**src/rtl/her_pkg.sv**
```systemverilog
// Shared definitions for the hybrid erase resolver.
// Assumes the erase address is always a full 4-byte quantity.
package her_pkg;
    localparam int ADDR_W = 32;

    typedef enum logic {
        ERASE_SMALL = 1'b0,
        ERASE_BIG   = 1'b1
    } erase_kind_e;
endpackage

```
**src/rtl/her_sector_map.sv**
```systemverilog
// Combinational decode of an erase address into sector start, size and index.
// Assumes NUM_SMALL small sectors together form a whole multiple of one big
// sector, and that the array size is a power of two no larger than 2^31.
module her_sector_map
    import her_pkg::*;
#(
    parameter int ARRAY_LOG2 = 25,
    parameter int SMALL_LOG2 = 12,
    parameter int BIG_LOG2   = 16,
    parameter int NUM_SMALL  = 32,
    parameter int IDX_W      = 10
) (
    input  logic [ADDR_W-1:0] addr_i,
    input  erase_kind_e       kind_i,
    input  logic              top_i,
    output logic              err_o,
    output logic [ADDR_W-1:0] start_o,
    output logic [ADDR_W-1:0] size_o,
    output logic [IDX_W-1:0]  index_o
);
    localparam logic [ADDR_W-1:0] ARR_BYTES   = ADDR_W'(1) << ARRAY_LOG2;
    localparam logic [ADDR_W-1:0] PRM_BYTES   = ADDR_W'(NUM_SMALL) << SMALL_LOG2;
    localparam logic [ADDR_W-1:0] TOP_BASE    = ARR_BYTES - PRM_BYTES;
    localparam logic [ADDR_W-1:0] NUM_BIG     = TOP_BASE >> BIG_LOG2;
    localparam logic [ADDR_W-1:0] SMALL_BYTES = ADDR_W'(1) << SMALL_LOG2;
    localparam logic [ADDR_W-1:0] BIG_BYTES   = ADDR_W'(1) << BIG_LOG2;

    logic              out_of_range;
    logic              in_strip;
    logic [ADDR_W-1:0] strip_base;
    logic [ADDR_W-1:0] strip_off;
    logic [ADDR_W-1:0] big_off;
    logic [ADDR_W-1:0] small_idx;
    logic [ADDR_W-1:0] big_idx;

    // Locate the address relative to the small-sector strip.
    always_comb begin
        out_of_range = (addr_i >= ARR_BYTES);
        strip_base   = top_i ? TOP_BASE : '0;
        strip_off    = addr_i - strip_base;
        in_strip     = !out_of_range && (addr_i >= strip_base) && (strip_off < PRM_BYTES);
        big_off      = top_i ? addr_i : (addr_i - PRM_BYTES);
        small_idx    = (top_i ? NUM_BIG : '0) + (strip_off >> SMALL_LOG2);
        big_idx      = (top_i ? '0 : ADDR_W'(NUM_SMALL)) + (big_off >> BIG_LOG2);
    end

    // Select the result for the requested erase kind, or flag a mismatch.
    always_comb begin
        err_o   = 1'b0;
        start_o = '0;
        size_o  = '0;
        index_o = '0;
        if (out_of_range) begin
            err_o = 1'b1;
        end else if (kind_i == ERASE_SMALL) begin
            if (!in_strip) begin
                err_o = 1'b1;
            end else begin
                start_o = addr_i & ~(SMALL_BYTES - 1'b1);
                size_o  = SMALL_BYTES;
                index_o = IDX_W'(small_idx);
            end
        end else begin
            if (in_strip) begin
                err_o = 1'b1;
            end else begin
                start_o = addr_i & ~(BIG_BYTES - 1'b1);
                size_o  = BIG_BYTES;
                index_o = IDX_W'(big_idx);
            end
        end
    end
endmodule

```
**src/rtl/her_placement_cell.sv**
```systemverilog
// Write-once placement bit: may move from 0 to 1, never back, except by reset.
// Assumes reset models a power-on of the configuration cell.
module her_placement_cell (
    input  logic clk,
    input  logic rst_n,
    input  logic wr_i,
    input  logic wdata_i,
    output logic q_o
);
    // Hold the bit; only a write of 1 can change it.
    always_ff @(posedge clk) begin
        if (!rst_n) begin
            q_o <= 1'b0;
        end else if (wr_i && wdata_i) begin
            q_o <= 1'b1;
        end
    end
endmodule

```
**src/rtl/her_range_stepper.sv**
```systemverilog
// Walks an erased range one buffer chunk per cycle and flags completion.
// Assumes launch_i is only asserted while busy_o is low.
module her_range_stepper
    import her_pkg::*;
#(
    parameter int CHUNK_LOG2 = 8,
    parameter int CNT_W      = 9
) (
    input  logic              clk,
    input  logic              rst_n,
    input  logic              launch_i,
    input  logic [ADDR_W-1:0] base_i,
    input  logic [CNT_W-1:0]  chunks_i,
    output logic              busy_o,
    output logic              strobe_o,
    output logic [ADDR_W-1:0] addr_o,
    output logic              done_o
);
    localparam logic [ADDR_W-1:0] CHUNK_BYTES = ADDR_W'(1) << CHUNK_LOG2;

    logic [ADDR_W-1:0] cursor;
    logic [CNT_W-1:0]  remain;

    // Advance the cursor and chunk count; finish on the last chunk.
    always_ff @(posedge clk) begin
        if (!rst_n) begin
            busy_o <= 1'b0;
            done_o <= 1'b0;
            cursor <= '0;
            remain <= '0;
        end else begin
            done_o <= 1'b0;
            if (launch_i) begin
                busy_o <= 1'b1;
                cursor <= base_i;
                remain <= chunks_i;
            end else if (busy_o) begin
                cursor <= cursor + CHUNK_BYTES;
                remain <= remain - 1'b1;
                if (remain == CNT_W'(1)) begin
                    busy_o <= 1'b0;
                    done_o <= 1'b1;
                end
            end
        end
    end

    // A chunk is issued in every busy cycle at the current cursor.
    always_comb begin
        strobe_o = busy_o;
        addr_o   = cursor;
    end
endmodule

```
**src/rtl/hybrid_erase_resolver.sv**
```systemverilog
// Top of the hybrid erase resolver: accepts erase commands, registers the
// resolved sector, and runs the chunk stepper for valid erases.
// Assumes the caller observes busy and does not rely on commands given while busy.
module hybrid_erase_resolver
    import her_pkg::*;
#(
    parameter int ARRAY_LOG2 = 25,
    parameter int SMALL_LOG2 = 12,
    parameter int BIG_LOG2   = 16,
    parameter int NUM_SMALL  = 32,
    parameter int CHUNK_LOG2 = 8,
    parameter int IDX_W      = $clog2(NUM_SMALL + ((1 << ARRAY_LOG2) - (NUM_SMALL << SMALL_LOG2)) / (1 << BIG_LOG2))
) (
    input  logic              clk,
    input  logic              rst_n,
    input  logic              cmd_valid,
    input  logic              cmd_big,
    input  logic [31:0]       cmd_addr,
    input  logic              cfg_wr,
    input  logic              cfg_wdata,
    output logic              cfg_top,
    output logic              res_valid,
    output logic              res_err,
    output logic [31:0]       res_start,
    output logic [31:0]       res_size,
    output logic [IDX_W-1:0]  res_index,
    output logic              busy,
    output logic              clr_strobe,
    output logic [31:0]       clr_addr,
    output logic              done
);
    localparam int CNT_W = BIG_LOG2 - CHUNK_LOG2 + 1;

    erase_kind_e       kind;
    logic              accept;
    logic              map_err;
    logic [ADDR_W-1:0] map_start;
    logic [ADDR_W-1:0] map_size;
    logic [IDX_W-1:0]  map_index;
    logic [CNT_W-1:0]  map_chunks;

    // Decode the command kind and the acceptance condition.
    always_comb begin
        kind       = erase_kind_e'(cmd_big);
        accept     = cmd_valid && !busy;
        map_chunks = CNT_W'(map_size >> CHUNK_LOG2);
    end

    her_placement_cell u_place (
        .clk     (clk),
        .rst_n   (rst_n),
        .wr_i    (cfg_wr),
        .wdata_i (cfg_wdata),
        .q_o     (cfg_top)
    );

    her_sector_map #(
        .ARRAY_LOG2 (ARRAY_LOG2),
        .SMALL_LOG2 (SMALL_LOG2),
        .BIG_LOG2   (BIG_LOG2),
        .NUM_SMALL  (NUM_SMALL),
        .IDX_W      (IDX_W)
    ) u_map (
        .addr_i  (cmd_addr),
        .kind_i  (kind),
        .top_i   (cfg_top),
        .err_o   (map_err),
        .start_o (map_start),
        .size_o  (map_size),
        .index_o (map_index)
    );

    // Register the resolution of each accepted command.
    always_ff @(posedge clk) begin
        if (!rst_n) begin
            res_valid <= 1'b0;
            res_err   <= 1'b0;
            res_start <= '0;
            res_size  <= '0;
            res_index <= '0;
        end else begin
            res_valid <= accept;
            if (accept) begin
                res_err   <= map_err;
                res_start <= map_start;
                res_size  <= map_size;
                res_index <= map_index;
            end
        end
    end

    her_range_stepper #(
        .CHUNK_LOG2 (CHUNK_LOG2),
        .CNT_W      (CNT_W)
    ) u_step (
        .clk      (clk),
        .rst_n    (rst_n),
        .launch_i (accept && !map_err),
        .base_i   (map_start),
        .chunks_i (map_chunks),
        .busy_o   (busy),
        .strobe_o (clr_strobe),
        .addr_o   (clr_addr),
        .done_o   (done)
    );
endmodule

```
**config.mk**
```make
export PLATFORM = sky130hd
export DESIGN_NAME = hybrid_erase_resolver
export DESIGN_NICKNAME = d
export VERILOG_FILES = /design/src/rtl/her_pkg.sv /design/src/rtl/her_sector_map.sv /design/src/rtl/her_placement_cell.sv /design/src/rtl/her_range_stepper.sv /design/src/rtl/hybrid_erase_resolver.sv
export SDC_FILE = /design/constraint.sdc
export NUM_CORES = 1
export LEC_CHECK = 0
export ABC_AREA = 1
export ABC_CLOCK_PERIOD_IN_PS = 6800
export BUFFER_PORTS_ARGS = -buffer_cell sky130_fd_sc_hd__buf_2
export CORE_MARGIN = 10
export CORE_UTILIZATION = 37
export DETAILED_ROUTE_END_ITERATION = 8
export SETUP_SLACK_MARGIN = 0.5
export SYNTH_ARGS = -nofsm -noshare
export SYNTH_HDL_FRONTEND = slang
export SYNTH_SLANG_ARGS = --single-unit
```
**constraint.sdc**
```tcl
create_clock -name clk -period 6.8 [get_ports clk]
set_input_delay 0.68 -clock clk [delete_from_list [all_inputs] [get_ports clk]]
set_output_delay 0.68 -clock clk [all_outputs]
set_load 0.02 [all_outputs]
```
Word level (Yosys, flattened, before mapping). Index checks and enable logic that the tools add are counted.

Add/sub/neg operators: 6. $lt $le $gt $ge: 3. Equality and inequality tests: 1. Multiplexer cells: 28. Bitwise logic cells: 2. Reductions and logical operators: 10.

Operators by type and width (count): 32-bit two-way mux (8); 10-bit two-way mux (4); 32-bit by 9-bit adder with 32-bit output, second input constant (1); 32-bit by 25-bit >= comparator with 1-bit output (1); 32-bit by 26-bit >= comparator with 1-bit output, second input constant (1); 32-bit by 18-bit less-than comparator with 1-bit output, second input constant (1); 32-bit by 25-bit subtractor with 32-bit output (1); 9-bit two-way mux (3); 26-bit two-way mux (1); 26-bit by 18-bit subtractor with 26-bit output, second input constant (1); 25-bit two-way mux (1); 10-bit adder (2); 17-bit two-way mux (1); 13-bit two-way mux (1); 9-bit by 1-bit equality test with 1-bit output, second input constant (1); 9-bit by 1-bit subtractor with 9-bit output, second input constant (1); 1-bit two-way mux (8); 6-bit two-way mux (1); 1-bit logical AND (5); 1-bit logical NOT (3); 3-bit OR reduction (1); 1-bit NOT (2); 2-bit nonzero test (1).

Register bits: 120. Output and inout port bits: 112. Word-level logic and storage cells: 60.

Depth between registers and ports, before layout.
Depth after elaboration: 10. Gate-level depth with buffers: 24. Depth with buffers taken out: 24.

By module. From an unflattened synthesis, not the netlist that was laid out.

Cells, all modules: 1239. Area total of the unflattened synthesis: 7780.0 µm².

Modules (own cells, without submodules): hybrid_erase_resolver (instances 1, cells each 490, area each 3205.6 µm²); her_range_stepper (instances 1, cells each 375, area each 2457.4 µm²); her_sector_map (instances 1, cells each 369, area each 2077.0 µm²); her_placement_cell (instances 1, cells each 5, area each 40.0 µm²).

Worst setup path before layout. Ideal clock, no wire load.

Path kind: flip-flop to flip-flop. Start: register u_place.q_o. End: register u_step.remain[8]. Setup time: 0.115 ns. Data arrival time: 3.411 ns. Required time: 6.685 ns. Path slack: 3.273 ns. Stages on the path, launching flop included: 22. Path buffers: 1. Cell sequence: dfxtp_1 > inv_1 > fa_1 > nand2_2 > nand2_2 > nand3_2 > nand2_1 > nand2_1 > nand2_1 > nand2_1 > nand3_2 > nor2_4 > nand3_4 > inv_1 > ha_1 > nor2_2 > inv_2 > nand2_2 > buf_4 > nor2_1 > o21ai_0 > inv_1.

Cells in the longest elaborated chain, start to end: 10. Elaborated cells between the ends (all ways): 17. Classes of those cells: 1 x add/sub; 2 x order compare; 9 x mux; 5 x reduce/logical.

RTL lines: start: declaration (RTL line her_placement_cell.sv:8) `output logic q_o`; start signal: assignment (RTL line her_placement_cell.sv:13) `q_o <= 1'b0;`; start signal: assignment (RTL line her_placement_cell.sv:15) `q_o <= 1'b1;`; 25-bit two-way mux * (RTL line her_sector_map.sv:39) `strip_base = top_i ? TOP_BASE : '0;`; 32-bit by 25-bit subtractor with 32-bit output or 32-bit by 25-bit >= comparator with 1-bit output (tied branches) (RTL line her_sector_map.sv:40, her_sector_map.sv:41); 32-bit by 18-bit less-than comparator with 1-bit output or 1-bit logical AND (tied branches) (RTL line her_sector_map.sv:41) `in_strip = !out_of_range && (addr_i >= strip_base) && (strip_off < PRM_BYTES);`; 1-bit logical AND * (RTL line her_sector_map.sv:41); 1-bit two-way mux, on equally long branches (RTL line her_sector_map.sv:56, her_sector_map.sv:64); 1-bit two-way mux (RTL line her_sector_map.sv:55) `end else if (kind_i == ERASE_SMALL) begin`; 1-bit two-way mux (RTL line her_sector_map.sv:53) `if (out_of_range) begin`; 1-bit logical NOT (RTL line hybrid_erase_resolver.sv:98) `.launch_i (accept && !map_err),`; 1-bit logical AND (RTL line hybrid_erase_resolver.sv:98); 9-bit two-way mux or 2-bit nonzero test (tied branches); end signal: assignment (RTL line her_range_stepper.sv:36) `remain <= chunks_i;`; end signal: assignment (RTL line her_range_stepper.sv:39) `remain <= remain - 1'b1;`; end: declaration (RTL line her_range_stepper.sv:22) `logic [CNT_W-1:0] remain;`.

Mark *: on every way between the ends. The rest lies on a longest branch, timed or not. A chain may end at the register's enable or synchronous reset.

Worst setup path in the final report.
Start: register u_place.q_o. End: register u_step.cursor[12] (netlist: u_step.addr_o[12]).

Cells in the longest elaborated chain, start to end: 10. Elaborated cells between the ends (all ways): 17. Classes of those cells: 1 x add/sub; 2 x order compare; 9 x mux; 5 x reduce/logical.

RTL lines: 25-bit two-way mux * (RTL line her_sector_map.sv:39); 32-bit by 25-bit subtractor with 32-bit output or 32-bit by 25-bit >= comparator with 1-bit output (tied branches) (RTL line her_sector_map.sv:40, her_sector_map.sv:41); 32-bit by 18-bit less-than comparator with 1-bit output or 1-bit logical AND (tied branches) (RTL line her_sector_map.sv:41); 1-bit logical AND * (RTL line her_sector_map.sv:41); 1-bit two-way mux, on equally long branches (RTL line her_sector_map.sv:56, her_sector_map.sv:64); 1-bit two-way mux (RTL line her_sector_map.sv:55); 1-bit two-way mux (RTL line her_sector_map.sv:53); 1-bit logical NOT (RTL line hybrid_erase_resolver.sv:98); 1-bit logical AND (RTL line hybrid_erase_resolver.sv:98); 32-bit two-way mux or 2-bit nonzero test (tied branches); end signal: assignment (RTL line her_range_stepper.sv:35) `cursor <= base_i;`; end signal: assignment (RTL line her_range_stepper.sv:38) `cursor <= cursor + CHUNK_BYTES;`; end: declaration (RTL line her_range_stepper.sv:21) `logic [ADDR_W-1:0] cursor;`.

Marks and branches as above.

==> reports/results.md <==
| Result | Value |
| --- | --- |
| Fill cells | 1468 |
| Max-Slew Margin vs Limit | 47.4% |
| Clock Power Share | 44.1% |
| Worst Setup Path Type | register to register |
| Transition at the pin with the smallest max-transition slack | 0.789 ns |
| Combined area of all synthesized cells | 0.00511 mm^2 |
| First drt pass iteration count | 5 |
| Max-cap violation count | 0 |
| Proportion of power drawn by combinational gates | 18.7% |
| Row count | 42 |
| Outcome | finished clean |
| Initial antenna violation count | 0 |
| Post-synthesis register bit count | 70 |
| Required time of the worst setup path | 7.06 ns |
| Number of hold buffers added after cts | 0 |
| RSZ-0062 raised after global routing | false |
| Gate count of the mapped netlist | 767 |
| Switching fraction of total power | 29.0% |
| Period utilisation layout | 67.9% |
| Data arrival at the endpoint of the critical path | 4.88 ns |
| Clock tree root driver cell | clkbuf_16 |
| Global placer's final weighted congestion | 0.895 |
| Setup slack of the worst register-to-register path | 2.18 ns |
| Cell count of the worst reg-to-reg path | 22 |
| Maximum clock frequency | 216 MHz |
| Layout Cell Area excl Fill | 0.00584 mm^2 |
| Post-Place Cell Area | 0.00552 mm^2 |
| Prevailing post-synth register cell | dfxtp_1 |
| Average wire per standard cell | 14.6 um |
| Post-layout minimum cycle time | 4.62 ns |
| Nets | 915 |
| Half-perimeter wire length of the detailed placement result | 11800 um |
| Count of instances resized after the clock tree is built | 0 |
| Latest clock arrival within the worst-skew pair | 0.34 ns |
| Setup bufs post-CTS | 0 |
| Number of enable-type register cells in the synthesized netlist | 0 |
| CTS sink cnt | 70 |
| # DRC | 0 |
| Count of inserted antenna diode cells | 0 |
| H-tree depth | 3 |
| Total Wirelength | 15100 um |
| Final Power | 0.00113 W |
| Reg-to-reg critical path startpoint | u_place.q_o |
| CTS tree | done |
| Die span in y | 138 um |
| Critical hold path startpoint | res_start[27] |
| Vias after detailed routing | 4993 |
| Final count of negative-setup-slack endpoints | 0 |
| Path type of the worst min-delay path | register to register |
| Synth cell types | 46 |
| Worst setup SP type | register |
| Sequential area share after synthesis | 27.4% |
| Avg Cell Area, Syn | 6.66 um^2 |
| Grt ovf | 0 |
| Cell-internal power | 0.000802 W |
| Cells taking the most area after synthesis | dfxtp_1, nand2_1, buf_4, a21oi_1, inv_1 |
| Post-route clock skew | 0.00543 ns |
| Area leader, netlist | dfxtp_1 |
| Hold-critical path endpoint | res_start[27] |
| Area of the die | 0.0189 mm^2 |
| Pin count of the biggest net entering global routing | 43 |
| Clock transition at the registers of the reported paths | 0.06 ns |
| Number of DRC markers in iteration 0 | 315 |
| Layout cells sized above 1 | 17.2% |
| Clk buf depth | 2 |
| Count leader, synth | nand2_1 |
| Leakage dissipation | 2.78 nW |
| Power dissipated by switching net loads | 0.000329 W |
| Number of buffers inserted by port buffering | 99 |
| Effective utilization at floorplan | 38.1% |
| Ys Warns | 0 |
| CTS buffer count | 9 |
| Routed length on met2 | 7170 um |
| Wl on met1 | 6670 um |
| Instance count along the most critical hold path | 2 |
| Power density cells | 194 mW/mm^2 |
| Number of vias per cell after detailed routing | 4.83 |
| Sum of negative setup slack | 0 ns |
| IR drop worst, VDD | 107 uV |
| Leading post-synthesis cells by instance count | nand2_1, inv_1, dfxtp_1, nor2_1, a21oi_1 |
| Reg power frac | 37.2% |
| Area delta synth->final | 14.3% |
| Ports | 150 |
| Vias in the first global route | 4768 |
| Reg-to-Reg End | u_step.addr_o[12] |
| Uppermost signal routing layer after detailed routing | met4 |
| Critical-path maximum fanout | 27 |
| Overall global routing resource usage | 15.6% |
| Synth top area share | 27.4% |
| Final hold violation count | 0 |
| Count of pins over their slew limit | 0 |
| Placeable core region | 0.0134 mm^2 |
| Worst setup EP type | register |
| Total length of routed met3 wires | 1040 um |
| Wire length of the first global-routing pass | 23800 um |
| DIE WIDTH | 138 um |
| Share of flip-flops with an asynchronous set or reset after synthesis | 0% |
| Worst hold slack | 0.430 ns |
| Number of nets with antenna violations after detailed routing | 0 |
-- how the worst max path moves through the flow --
stage                 startpoint                end
floorplan            u_place.q_o   u_step.remain[8]
global placement    cmd_addr[17]  u_step.addr_o[12]
detailed placement  cmd_addr[17]  u_step.addr_o[12]
CTS                  u_place.q_o  u_step.addr_o[12]
global route         u_place.q_o  u_step.addr_o[14]
finish               u_place.q_o  u_step.addr_o[12]
-- per-layer routing --
| metal | track usage (%) | vias to the layer above |
|---|---|---|
| met4 | 4.45 | 0 |
| met3 | 4.04 | 19 |
| met2 | 25.9 | 158 |
| met1 | 19.5 | 2232 |
| li1 | - | 2584 |
| met5 | 0 | - |
-- metrics by stage --
step / worst slack (ns) / util, % / cells
global route: 1.67 / 43.6 / 1034
global placement: 2.28 / 41.2 / 1018
detailed placement: 2.19 / 41.2 / 1018
CTS: 2.18 / 43.6 / 1034
finish: 2.18 / 43.6 / 1034
floorplan: 3.27 / - / 816
-- power groups by stage --
stage                     logic [W]  registers, W  clock network (W)
final                      0.000211      0.000421           0.000499
after global routing       0.000239      0.000422           0.000526
after CTS                  0.000211      0.000421           0.000510
after detailed placement   0.000210      0.000430                  0
after global placement     0.000211      0.000430                  0
after floorplan            0.000172      0.000436                  0
-- state kept, by name, summed over array words and instances, names as in the netlist, 2 cells and up --
register	cells
u_step.addr_o	24
res_index	10
res_start	20
u_step.remain	9
res_size	2
-- critical path, cell delays in order (launching register included) --
cell and delay, ns:
dfxtp_1 0.66, inv_1 0.42, fa_1 0.58, nand2_2 0.10, nand2_2 0.09, nand3_2 0.08, nand2_1 0.07, nand2_1 0.08
nand2_1 0.05, nand2_1 0.07, nand3_2 0.09, nor2_4 0.17, nand3_4 0.20, inv_1 0.17, ha_1 0.25, nor2_2 0.10
buf_4 0.24, inv_2 0.13, nand2_2 0.41, inv_1 0.19, a31oi_1 0.18, nand2_1 0.07, a21oi_1 0.11
-- layout by cell type, fill, tap and decap left out, drive strengths merged --
master and n:
nand4 24, clkinvlp 1, nand3b 4, clkbuf 14
a311oi 3, nor2 74, bufinv 1, o31ai 1
xnor2 7, o21bai 1, clkinv 1, nor3b 1
o21ai 49, o211ai 5, conb 50, xor2 19
fa 2, nand2 190, ha 22, o221ai 4
o311ai 1, buf 100, nand3 45, dfxtp 70
or2 4, inv 80, o22ai 1, and3 1
a21oi 62, nor3 19, a31oi 2
-- area by class of cell --
cell class | instances | area [um^2] | area share, %
Multi-Input combinational cell | 591 | 3090 | 52.9
Sequential cell | 70 | 1400 | 24.0
Timing Repair Buffer | 100 | 503 | 8.61
Inverter | 81 | 304 | 5.20
Clock buffer | 14 | 284 | 4.86
Tap cell | 176 | 220 | 3.77
Clock inverter | 2 | 37.5 | 0.642
-- cells by family after synthesis --
| kind of cell | count (synthesis) | synth area share (%) |
|---|---|---|
| other cells | 1 | 0.0734 |
| simple gates | 362 | 32.1 |
| xor+xnor | 26 | 4.46 |
| fa+ha+maj | 24 | 6.17 |
| flops | 70 | 27.4 |
| compound gates | 129 | 14.1 |
| buf+inv | 155 | 15.6 |
Power figures use the tool's default switching activity.
